$ cat src/rtl/booth_mult_pkg.sv
package booth_mult_pkg;
  typedef struct packed {
    logic load;  // capture operands, clear product high half and history bit
    logic step;  // one add/sub-then-shift iteration
  } dpCtl_t;

  typedef enum logic {
    S_IDLE = 1'b0,
    S_RUN  = 1'b1
  } ctlState_t;
endpackage

$ cat src/rtl/booth_mult_dp.sv
module booth_mult_dp
  import booth_mult_pkg::*;
#(
  parameter int W = 32
) (
  input  logic           clk,
  input  logic           rstN,
  input  dpCtl_t         ctl,
  input  logic [W-1:0]   opA,
  input  logic [W-1:0]   opB,
  input  logic           signedIn,
  output logic [2*W-1:0] prod
);
  localparam int PW = 2 * W;

  logic [W-1:0]  mcand;
  logic          prevBit;
  logic          signedReg;
  logic [W-1:0]  hiHalf;
  logic          hiExt;
  logic          mExt;
  logic          addEn;
  logic          subEn;
  logic [W:0]    sum;
  logic [PW-1:0] prodNext;

  assign hiHalf = prod[PW-1:W];
  assign hiExt  = signedReg & hiHalf[W-1];
  assign mExt   = signedReg & mcand[W-1];

  always_comb begin
    if (signedReg) begin
      subEn = prod[0] & ~prevBit;
      addEn = ~prod[0] & prevBit;
    end else begin
      subEn = 1'b0;
      addEn = prod[0];
    end
    if (subEn)      sum = {hiExt, hiHalf} - {mExt, mcand};
    else if (addEn) sum = {hiExt, hiHalf} + {mExt, mcand};
    else            sum = {hiExt, hiHalf};
    prodNext = {sum, prod[W-1:1]};
  end

  always_ff @(posedge clk or negedge rstN) begin
    if (!rstN) begin
      mcand     <= '0;
      prod      <= '0;
      prevBit   <= 1'b0;
      signedReg <= 1'b0;
    end else if (ctl.load) begin
      mcand     <= opA;
      prod      <= {{W{1'b0}}, opB};
      prevBit   <= 1'b0;
      signedReg <= signedIn;
    end else if (ctl.step) begin
      prod      <= prodNext;
      prevBit   <= prod[0];
    end
  end

  // multiplicand never moves during an iteration
  a_r7_mcand_hold: assert property (@(posedge clk) disable iff (!rstN)
    ctl.step |=> $stable(mcand));
  // low half shifts right by one each step
  a_r7_low_shift: assert property (@(posedge clk) disable iff (!rstN)
    ctl.step |=> prod[W-2:0] == $past(prod[W-1:1]));
  // history bit cleared at start
  a_r8_prev_clear: assert property (@(posedge clk) disable iff (!rstN)
    ctl.load |=> !prevBit);
  // history bit follows the examined bit 0
  a_r8_prev_track: assert property (@(posedge clk) disable iff (!rstN)
    ctl.step |=> prevBit == $past(prod[0]));
  // mode latched for the whole operation
  a_r9_mode_hold: assert property (@(posedge clk) disable iff (!rstN)
    ctl.step |=> $stable(signedReg));
endmodule

$ cat src/rtl/booth_mult_ctl.sv
module booth_mult_ctl
  import booth_mult_pkg::*;
#(
  parameter int W = 32
) (
  input  logic   clk,
  input  logic   rstN,
  input  logic   start,
  output dpCtl_t ctl,
  output logic   done
);
  localparam int CW = (W > 1) ? $clog2(W) : 1;
  localparam logic [CW-1:0] LAST = CW'(W - 1);

  ctlState_t     state;
  logic [CW-1:0] cnt;

  always_comb begin
    ctl.load = (state == S_IDLE) && start;
    ctl.step = (state == S_RUN);
  end

  always_ff @(posedge clk or negedge rstN) begin
    if (!rstN) begin
      state <= S_IDLE;
      cnt   <= '0;
      done  <= 1'b0;
    end else begin
      done <= 1'b0;
      case (state)
        S_IDLE: begin
          if (start) begin
            state <= S_RUN;
            cnt   <= '0;
          end
        end
        S_RUN: begin
          cnt <= cnt + CW'(1);
          if (cnt == LAST) begin
            state <= S_IDLE;
            done  <= 1'b1;
          end
        end
        default: state <= S_IDLE;
      endcase
    end
  end

  // done is a single-cycle pulse
  a_r4_done_single: assert property (@(posedge clk) disable iff (!rstN)
    done |=> !done);
  // done follows an iteration step
  a_r4_done_after_step: assert property (@(posedge clk) disable iff (!rstN)
    $rose(done) |-> $past(ctl.step));
  // once running, the counter keeps advancing whatever start does
  a_r5_run_advances: assert property (@(posedge clk) disable iff (!rstN)
    (state == S_RUN && cnt != LAST) |=> (state == S_RUN && cnt == $past(cnt) + CW'(1)));
  // no operand load while busy
  a_r5_no_load_busy: assert property (@(posedge clk) disable iff (!rstN)
    (state == S_RUN) |-> !ctl.load);
endmodule

$ cat src/rtl/booth_seq_mult.sv
module booth_seq_mult
  import booth_mult_pkg::*;
#(
  parameter int W = 32
) (
  input  logic         clk,
  input  logic         rstN,
  input  logic         start,
  input  logic [W-1:0] opA,
  input  logic [W-1:0] opB,
  input  logic         signedMode,
  output logic [W-1:0] resultHi,
  output logic [W-1:0] resultLo,
  output logic         done
);
  dpCtl_t         ctl;
  logic [2*W-1:0] prod;

  booth_mult_ctl #(.W(W)) u_ctl (
    .clk   (clk),
    .rstN  (rstN),
    .start (start),
    .ctl   (ctl),
    .done  (done)
  );

  booth_mult_dp #(.W(W)) u_dp (
    .clk      (clk),
    .rstN     (rstN),
    .ctl      (ctl),
    .opA      (opA),
    .opB      (opB),
    .signedIn (signedMode),
    .prod     (prod)
  );

  assign resultHi = prod[2*W-1:W];
  assign resultLo = prod[W-1:0];

  // result holds while idle with no done
  a_r6_hold_idle: assert property (@(posedge clk) disable iff (!rstN)
    (!ctl.load && !ctl.step) |=> ({resultHi, resultLo} == $past({resultHi, resultLo})));
endmodule

$ cat config.mk
export PLATFORM = sky130hd
export DESIGN_NAME = booth_seq_mult
export DESIGN_NICKNAME = d
export VERILOG_FILES = /design/src/rtl/booth_mult_pkg.sv /design/src/rtl/booth_mult_dp.sv /design/src/rtl/booth_mult_ctl.sv /design/src/rtl/booth_seq_mult.sv
export SDC_FILE = /design/constraint.sdc
export NUM_CORES = 1
export LEC_CHECK = 0
export ABC_CLOCK_PERIOD_IN_PS = 3200
export BUFFER_PORTS_ARGS = -buffer_cell sky130_fd_sc_hd__buf_4
export CAP_MARGIN = 10
export CORE_AREA = 5 5 129 143
export CTS_CLUSTER_DIAMETER = 60
export DETAILED_ROUTE_END_ITERATION = 10
export DIE_AREA = 0 0 134 148
export PLACE_DENSITY = 0.74
export SYNTH_ARGS = -nofsm -noshare
export SYNTH_HDL_FRONTEND = slang
export SYNTH_SLANG_ARGS = --single-unit
$ cat constraint.sdc
create_clock -name clk -period 3.2 [get_ports clk]
set_input_delay 0.64 -clock clk [delete_from_list [all_inputs] [get_ports clk]]
set_output_delay 0.64 -clock clk [all_outputs]
set_load 0.05 [all_outputs]
* After elaboration in Yosys (flattened, before gate mapping)
Index checks and enable logic that the tools add are counted.
** Word-level totals
- Flip-flop bits (word level) :: 105
- Bits of input ports :: 68
- Output and inout port bits :: 65
- Logic and storage cells :: 36
** Cells by class
- $add $sub $neg :: 3
- Equality and inequality tests :: 2
- Multiplexer cells :: 15
- Bitwise logic cells :: 7
- Reductions and logical operators :: 2
** Operator list (count)
- $mux 64 :: 2
- $mux 33 :: 2
- $add 33x33->33 :: 1
- $sub 33x33->33 :: 1
- $pmux 5 s2 :: 1
- $mux 1 :: 8
- $add 5x1->5 const B :: 1
- $eq 5x5->1 const B :: 1
- $mux 5 :: 1
- $and 1x1->1 :: 4
- $not 1->1 :: 3
- $ne 2x2->1 const B :: 1
- $pmux 1 s2 :: 1
- $reduce_bool 2->1 :: 1
- $logic_and 1x1->1 :: 1

* Longest topological paths before layout
Gate-level depths: netlist (run 1).
- Depth in word-level cells :: 7
- Depth in mapped cells :: 13
- Gate-level depth less buffers :: 13

* Hierarchy
From an unflattened synthesis (run 1), not the netlist that was laid out.
** Unflattened totals
- Cells, all modules :: 1019
- Area, all modules :: 8413.1 um^2
** Modules (own cells, without submodules)
- booth_mult_dp :: times used 1, cells each 988, area each 8064.0 um^2, sequential area each 2452.4 um^2
- booth_mult_ctl :: times used 1, cells each 31, area each 349.1 um^2, sequential area each 175.2 um^2

* Worst setup path before layout (run 1)
OpenSTA, ideal clock, no wires.
- Kind :: register to register
- From :: register u_dp.prod[32]
- To :: register u_dp.prod[61]
- Setup time :: 0.140 ns
- Data arrival time :: 3.048 ns
- Required time :: 3.060 ns
- Slack :: 0.011 ns
- Cell stages (with the launch flop) :: 14
- Buffers on the path :: 0
- Period minus slack after synthesis :: 3.189 ns
- Cells stage by stage :: dfrtp_1 inv_1 ha_1 inv_1 fa_1 a211oi_1 o21bai_1 o31ai_4 o21ai_2 a211oi_2 o21ai_1 a21o_1 a2111oi_0 a211oi_1
** On the way
- Longest elaborated chain between the ends :: 5
- Elaborated cells between the ends (all ways) :: 6
- Those cells by class :: add/sub: 2; mux: 4
** RTL lines
- from (decl) :: RTL line booth_mult_dp.sv:12 : output logic [2*W-1:0] prod
- from (signal assigned) :: RTL line booth_mult_dp.sv:53 : prod <= {{W{1'b0}}, opB};
- from (signal assigned) :: RTL line booth_mult_dp.sv:57 : prod <= prodNext;
- $add 33x33->33 :: RTL line booth_mult_dp.sv:40 : else if (addEn) sum = {hiExt, hiHalf} + {mExt, mcand};
- $mux 33 :: RTL line booth_mult_dp.sv:40
- $mux 33 * :: RTL line booth_mult_dp.sv:39 : if (subEn) sum = {hiExt, hiHalf} - {mExt, mcand};
- $mux 64 * :: RTL line booth_mult_dp.sv:56 : end else if (ctl.step) begin
- $mux 64 * :: RTL line booth_mult_dp.sv:51 : end else if (ctl.load) begin
Mark *: on every way between the ends. The rest lies on a longest branch, timed or not. The select of a mux whose other input is x is not followed.
A chain may end at the register's enable or synchronous reset.

* Worst setup path in the final report (run 1)
- From :: register u_dp.prod[40]
- To :: register u_dp.prod[62]
The elaborated chain is that of the path after synthesis.

==> impl_metrics.toml, run 1 <==
[layout]
area_growth_syn_to_layout_pct = 20.3
fill_cells = 1539
n_antenna_cell = 0
final_nets = 1263
drive_gt1_share_pct = 20.1
finalNonFillerCells = 1340

[floorplan]
io_pins = 133
die-area_mm2 = 0.0198
coreArea_mm2 = 0.0168
dieWidth_um = 134
die_y_um = 148
start_util_pct = 49.1
rows = 50

[sta]
hold_viol = 0
setup_ws_ns = 0.119
hold_slack_ns = 0.259
finalSetupViolCount = 0
fmax_mhz = 325
tightest_slew_ns = 0.677
fin_crit_ns = 3.08
skew_ns = 0.0104
fin_tns_setup_ns = 0
finalMaxSlewViolations = 0
finalCritPeriodShare_pct = 96.3
slew_headroom_pct = 54.9

[synthesis]
syn_area_mm2 = 0.00826
synth_enable_flop_cells = 0
avgSynthCellArea_um2 = 8.10
ys_top_cells_by_count = "136 x nand2_1, 125 x o21ai_0, 105 x dfrtp_1"
syn-num-nets = 1156
ys_async_sr_fraction_pct = 100
synth_cells = 1020
yosysMostFrequentCell = "nand2_1"
synth-main-ff-cell = "dfrtp_1"
synth_top_area_share_pct = 31.8
ys_seq_area_share_pct = 31.8
ys_ff_latch = 105
synth.largest_area_cell = "dfrtp_1"
ys_types = 77
synth.area.top_cells = "dfrtp_1 32%, ha_1 10%, o21ai_0 7.6%"
yosysWarnings = 0

[clock_tree]
cts_max_level = 3
numCtsBuffers = 9
cts_num_sinks = 105
clockRootBuffer = "clkbuf_16"
clock_path_buffers = 2
cts_tree = "built"
path_clk_slew_ns = 0.08
clk_latency_ns = 0.37

[min_path]
hold_class = "input pin to asynchronous set/reset pin"

[worst_setup_path]
path_class = "flip-flop to flip-flop"
path_cells = "ha_1 > a21oi_2 > nor2_1 > or2_1 > a311o_1 > a211oi_2 > o31ai_1 > a221oi_2 > xnor2_1 > a22oi_2"
slowest_stage = "ha_1"
cp.arrival_ns = 3.33
critPathMaxFanout = 11
worstPathRequired_ns = 3.45
worstSetupStartpointType = "flip-flop"
critical_path.top_delay_family = "compound AO/OA/AOI/OAI gates"
cp_slowest_stage_delay_ns = 0.47
crit_buf_inv = 0
cp-end-kind = "flip-flop"

[grt]
grt_start_max_net_pins = 45
grt_pass1_vias = 7605
antenna_found_initial = 0
grtUsageTotal_pct = 23.9
grt_pass1_wl_mm = 38.9
grt-ovfl-total = 0

[route]
drc = 0
drtIter0Drc = 599
vias = 8011
first_pass_iters = 8
viasPerCell = 5.98
routedWlPerCell_um = 18.0
antenna_left = 0
routed_wl_mm = 24.1

[placed_design]
place_congestion = 0.955
io_buffers = 132
dp.cells = 1322
hpwl_mm = 17.7
place_ws_ns = 0.0826

[run_status]
outcome = "completed"

[flow_run]
drv_cap = 0
==> logic make-up after synthesis <==
kind of cell | Yosys count | synth area share, %
AO/OA/AOI/OAI | 364 | 29.0
XOR/XNOR | 27 | 2.86
adder cells (fa/ha/maj) | 68 | 10.5
buffers and inverters | 133 | 6.28
flip-flops | 105 | 31.8
multiplexers | 35 | 4.28
AND/OR/NAND/NOR | 288 | 15.3
==> final timing paths <==
path                                      startpoint                    endpoint  slack [ns]  cells past startpoint
max                        u_dp.prod[40]$_DFFE_PN0P_   u_dp.prod[62]$_DFFE_PN0P_        0.12                     10
min reg2reg                u_dp.prod[29]$_DFFE_PN0P_   u_dp.prod[28]$_DFFE_PN0P_        0.52                      2
max in group asynchronous                       rstN   u_dp.prod[33]$_DFFE_PN0P_        2.20                      2
min in group clk                             opA[11]  u_dp.mcand[11]$_DFFE_PN0P_        0.47                      3
min                                             rstN   u_dp.prod[18]$_DFFE_PN0P_        0.26                      1
max reg2reg                u_dp.prod[40]$_DFFE_PN0P_   u_dp.prod[62]$_DFFE_PN0P_        0.12                     10
==> layout by cell type (no fill, tap or decap), types with 9 or more instances in the layout <==
cell type  count
nand3_1       10
nand2b_1       9
clkbuf_16      9
nand4_1       11
nor2_1        68
o21ai_0      124
mux2i_1       32
nor3_1        15
a21o_1        11
a221oi_1      11
xnor2_1       22
dfrtp_1      103
a21oi_1       75
nand2_1      136
ha_1          63
buf_4        165
o21bai_1      13
o221ai_1      17
inv_1         60
==> area by class of cell <==
cell class | instances | area (µm²) | area share [%]
flip-flops and latches | 105 | 2630 | 26.4
repair buffers | 167 | 1280 | 12.9
well taps | 208 | 260 | 2.62
clock inverters | 7 | 90.1 | 0.906
inverters | 62 | 233 | 2.34
clock buffers | 9 | 225 | 2.26
multi-input cells | 782 | 5230 | 52.6
==> flip-flops by register name, indices dropped and copies added (netlist names) <==
| signal | cells |
|---|---|
| u_ctl.state | 1 |
| u_dp.prod | 64 |
| u_ctl.done | 1 |
| u_dp.signedReg | 1 |
| u_dp.mcand | 32 |
| u_dp.prevBit | 1 |
| u_ctl.cnt | 5 |
==> metal layers <==
metal	GRT usage, %	wire, µm	up-vias
met4	8.13	616	0
li1	-	-	3858
met3	2.93	1440	46
met2	39.4	11300	314
met5	0	0	-
met1	32.4	10800	3793
==> what timing repair did <==
action | CTS | global route
setup buffers | 0 | 2
endpoints found under the hold margin | 0 | 0
hold buffers | 0 | 0
endpoints found under the setup margin | 0 | 10
resized for setup | 0 | 21
==> per-stage QoR <==
stage | util, % | cell area, µm²
after CTS | 58.4 | 9830
final | 59.1 | 9950
after floorplan | - | 8260
after detailed placement | 56.5 | 9510
after global placement | 56.5 | 9510
after global routing | 59.1 | 9950
Power of run 1 is left out: the tool's default activity adds up to more than one toggle a clock period on the data nets, which glitch-free logic cannot reach.
==> run 2, diff against run 1 <==
CORE_AREA = 5 5 130 145   (was 5 5 129 143)
DIE_AREA = 0 0 135 150   (was 0 0 134 148)
PLACE_DENSITY = 0.73   (was 0.74)
SYNTH_HIERARCHICAL = 1   (was unset)
==> impl_metrics.toml, run 2 <==
[synthesis]
avgSynthCellArea_um2 = 8.26
yosysMostFrequentCell = "nand2_1"
ys_ff_latch = 105
ys_async_sr_fraction_pct = 100
synth-main-ff-cell = "dfrtp_1"
synth_top_area_share_pct = 31.2
synth.largest_area_cell = "dfrtp_1"
ys_types = 92
syn_area_mm2 = 0.00841
synth_cells = 1019
syn-num-nets = 1155
synth.area.top_cells = "dfrtp_1 31%, ha_1 9.8%, o21ai_0 7.0%"
synth_enable_flop_cells = 0
ys_seq_area_share_pct = 31.2
ys_top_cells_by_count = "124 x nand2_1, 118 x o21ai_0, 105 x dfrtp_1"
yosysWarnings = 6

[min_path]
hold_class = "input pin to asynchronous set/reset pin"

[sta]
tightest_slew_ns = 0.795
setup_ws_ns = 0.105
finalCritPeriodShare_pct = 96.7
rsz0062_at_grt = "false"
fmax_mhz = 323
skew_ns = 0.0104
hold_viol = 0
slew_headroom_pct = 46.3
finalMaxSlewViolations = 0
finalSetupViolCount = 0
hold_slack_ns = 0.223
fin_tns_setup_ns = 0
fin_crit_ns = 3.10

[worst_setup_path]
path_cells = "inv_1 > ha_1 > inv_1 > fa_1 > a21o_1 > a31o_4 > a211o_1 > a311oi_4 > o211ai_1 > a41oi_1 > xnor2_1 > nor2_1 > o21ai_1"
cp.arrival_ns = 3.38
worstSetupStartpointType = "flip-flop"
critPathMaxFanout = 3
crit_buf_inv = 2
cp-end-kind = "flip-flop"
worstPathRequired_ns = 3.49
path_class = "flip-flop to flip-flop"
slowest_stage = "dfrtp_2"
cp_slowest_stage_delay_ns = 0.40
cp_common_cell = "inv_1"
critical_path.top_delay_family = "compound AO/OA/AOI/OAI gates"

[floorplan]
die-area_mm2 = 0.0203
start_util_pct = 48.7
io_pins = 133
coreArea_mm2 = 0.0173
dieWidth_um = 135
die_y_um = 150
rows = 51

[clock_tree]
cts_tree = "built"
path_clk_slew_ns = 0.08
cts_num_sinks = 105
clockRootBuffer = "clkbuf_16"
numCtsBuffers = 9
clk_latency_ns = 0.37
cts_max_level = 3
clock_path_buffers = 2

[grt]
antenna_found_initial = 0
grt_start_max_net_pins = 116
grt-ovfl-total = 0
grt_pass1_wl_mm = 39.7
grt_pass1_vias = 7895
grtUsageTotal_pct = 23.9

[route]
drtIter0Drc = 660
routed_wl_mm = 24.0
routedWlPerCell_um = 17.2
viasPerCell = 5.75
first_pass_iters = 5
drc = 0
vias = 8026
antenna_left = 0

[run_status]
outcome = "completed"

[layout]
layout_common_cells = "183 x buf_4, 124 x nand2_1, 118 x o21ai_0"
fill_cells = 1580
largest_reg_flops = 64
regMostFlops = "u_dp/prod"
final_nets = 1289
reg_top3 = "u_dp/prod (64), u_dp/mcand (32), u_ctl/cnt (5)"
area_growth_syn_to_layout_pct = 21.5
finalNonFillerCells = 1396
drive_gt1_share_pct = 21.2
n_antenna_cell = 0
final_common_cell = "buf_4"
seq_area_mm2 = 0.00263
multi_input_area_mm2 = 0.00533

[placed_design]
io_buffers = 132
dp.cells = 1378
hpwl_mm = 17.8
place_congestion = 0.986
place_ws_ns = 0.0241

[flow_run]
drv_cap = 0
[run 2: cell count changes in the layout (fill, tap and decap cells not counted), sizes merged, moves of 7 or more]
cell / delta
nand2b: +7
buf: +18
o221ai: -8
nand2: -12
inv: +7
o211ai: +10
a21oi: -8
[run 2: worst register-to-register path, cell delays in order (launching register included)]
cell and delay, ns:
dfrtp_2 0.40, inv_1 0.06, ha_1 0.15, inv_1 0.05
fa_1 0.40, a21o_1 0.20, a31o_4 0.26, a211o_1 0.34
a311oi_4 0.36, o211ai_1 0.19, a41oi_1 0.27, xnor2_1 0.14
nor2_1 0.05, o21ai_1 0.14
[run 2: per-stage QoR]
stage / cell area [µm²] / utilization (%)
3_5_place_dp: 9860 / 57.0
2_1_floorplan: 8410 / -
4_1_cts: 10200 / 58.8
5_1_grt: 10200 / 59.1
3_3_place_gp: 9860 / 57.0
6_report: 10200 / 59.1
[run 2: final timing paths]
kind / endpoint / cells after the start / from / slack (ns)
worst max-delay path: u_dp/prod[55]$_DFFE_PN0P_ / 13 / u_dp/prod[32]$_DFFE_PN0P_ / 0.10
worst min-delay path: u_dp/mcand[13]$_DFFE_PN0P_ / 1 / rstN / 0.22
worst max register to register: u_dp/prod[55]$_DFFE_PN0P_ / 13 / u_dp/prod[32]$_DFFE_PN0P_ / 0.10
worst min register to register: u_ctl/cnt[4]$_DFFE_PN0P_ / 1 / u_ctl/cnt[4]$_DFFE_PN0P_ / 0.52
max in group asynchronous: u_dp/mcand[26]$_DFFE_PN0P_ / 2 / rstN / 2.27
min in group clk: u_dp/prod[13]$_DFFE_PN0P_ / 3 / opB[13] / 0.47
[run 2: cells by family after synthesis]
| kind of cell | Yosys count | share of synthesized area (%) |
|---|---|---|
| AOI/OAI and AO/OA | 351 | 28.2 |
| xor gates and xnor gates | 29 | 3.02 |
| adders and majority gates | 68 | 10.3 |
| buffers and inverters | 129 | 6.20 |
| DFF | 105 | 31.2 |
| muxes | 39 | 4.67 |
| and+or+nand+nor | 298 | 16.4 |
[run 2: final cells by class]
class / instances / area share, %
Sequential cell: 105 / 25.7
Clock buffer: 9 / 2.20
Timing Repair Buffer: 185 / 13.8
Tap cell: 238 / 2.91
Inverter: 67 / 2.46
Clock inverter: 7 / 0.783
Multi-Input combinational cell: 785 / 52.1
[run 2: repair_timing]
action / CTS / global route
resized for setup: 0 / 8
hold buffers: 0 / 0
buffers inserted: 0 / 2
setup endpoints to repair: 0 / 6
[run 2: layer usage]
layer	vias to the layer above	GRT usage, %	routed length, µm
met5	-	0	0
met2	249	38.4	11100
li1	3926	-	-
met4	0	8.06	593
met1	3803	32.2	10800
met3	48	5.18	1540
Power of run 2 is left out for the same reason.
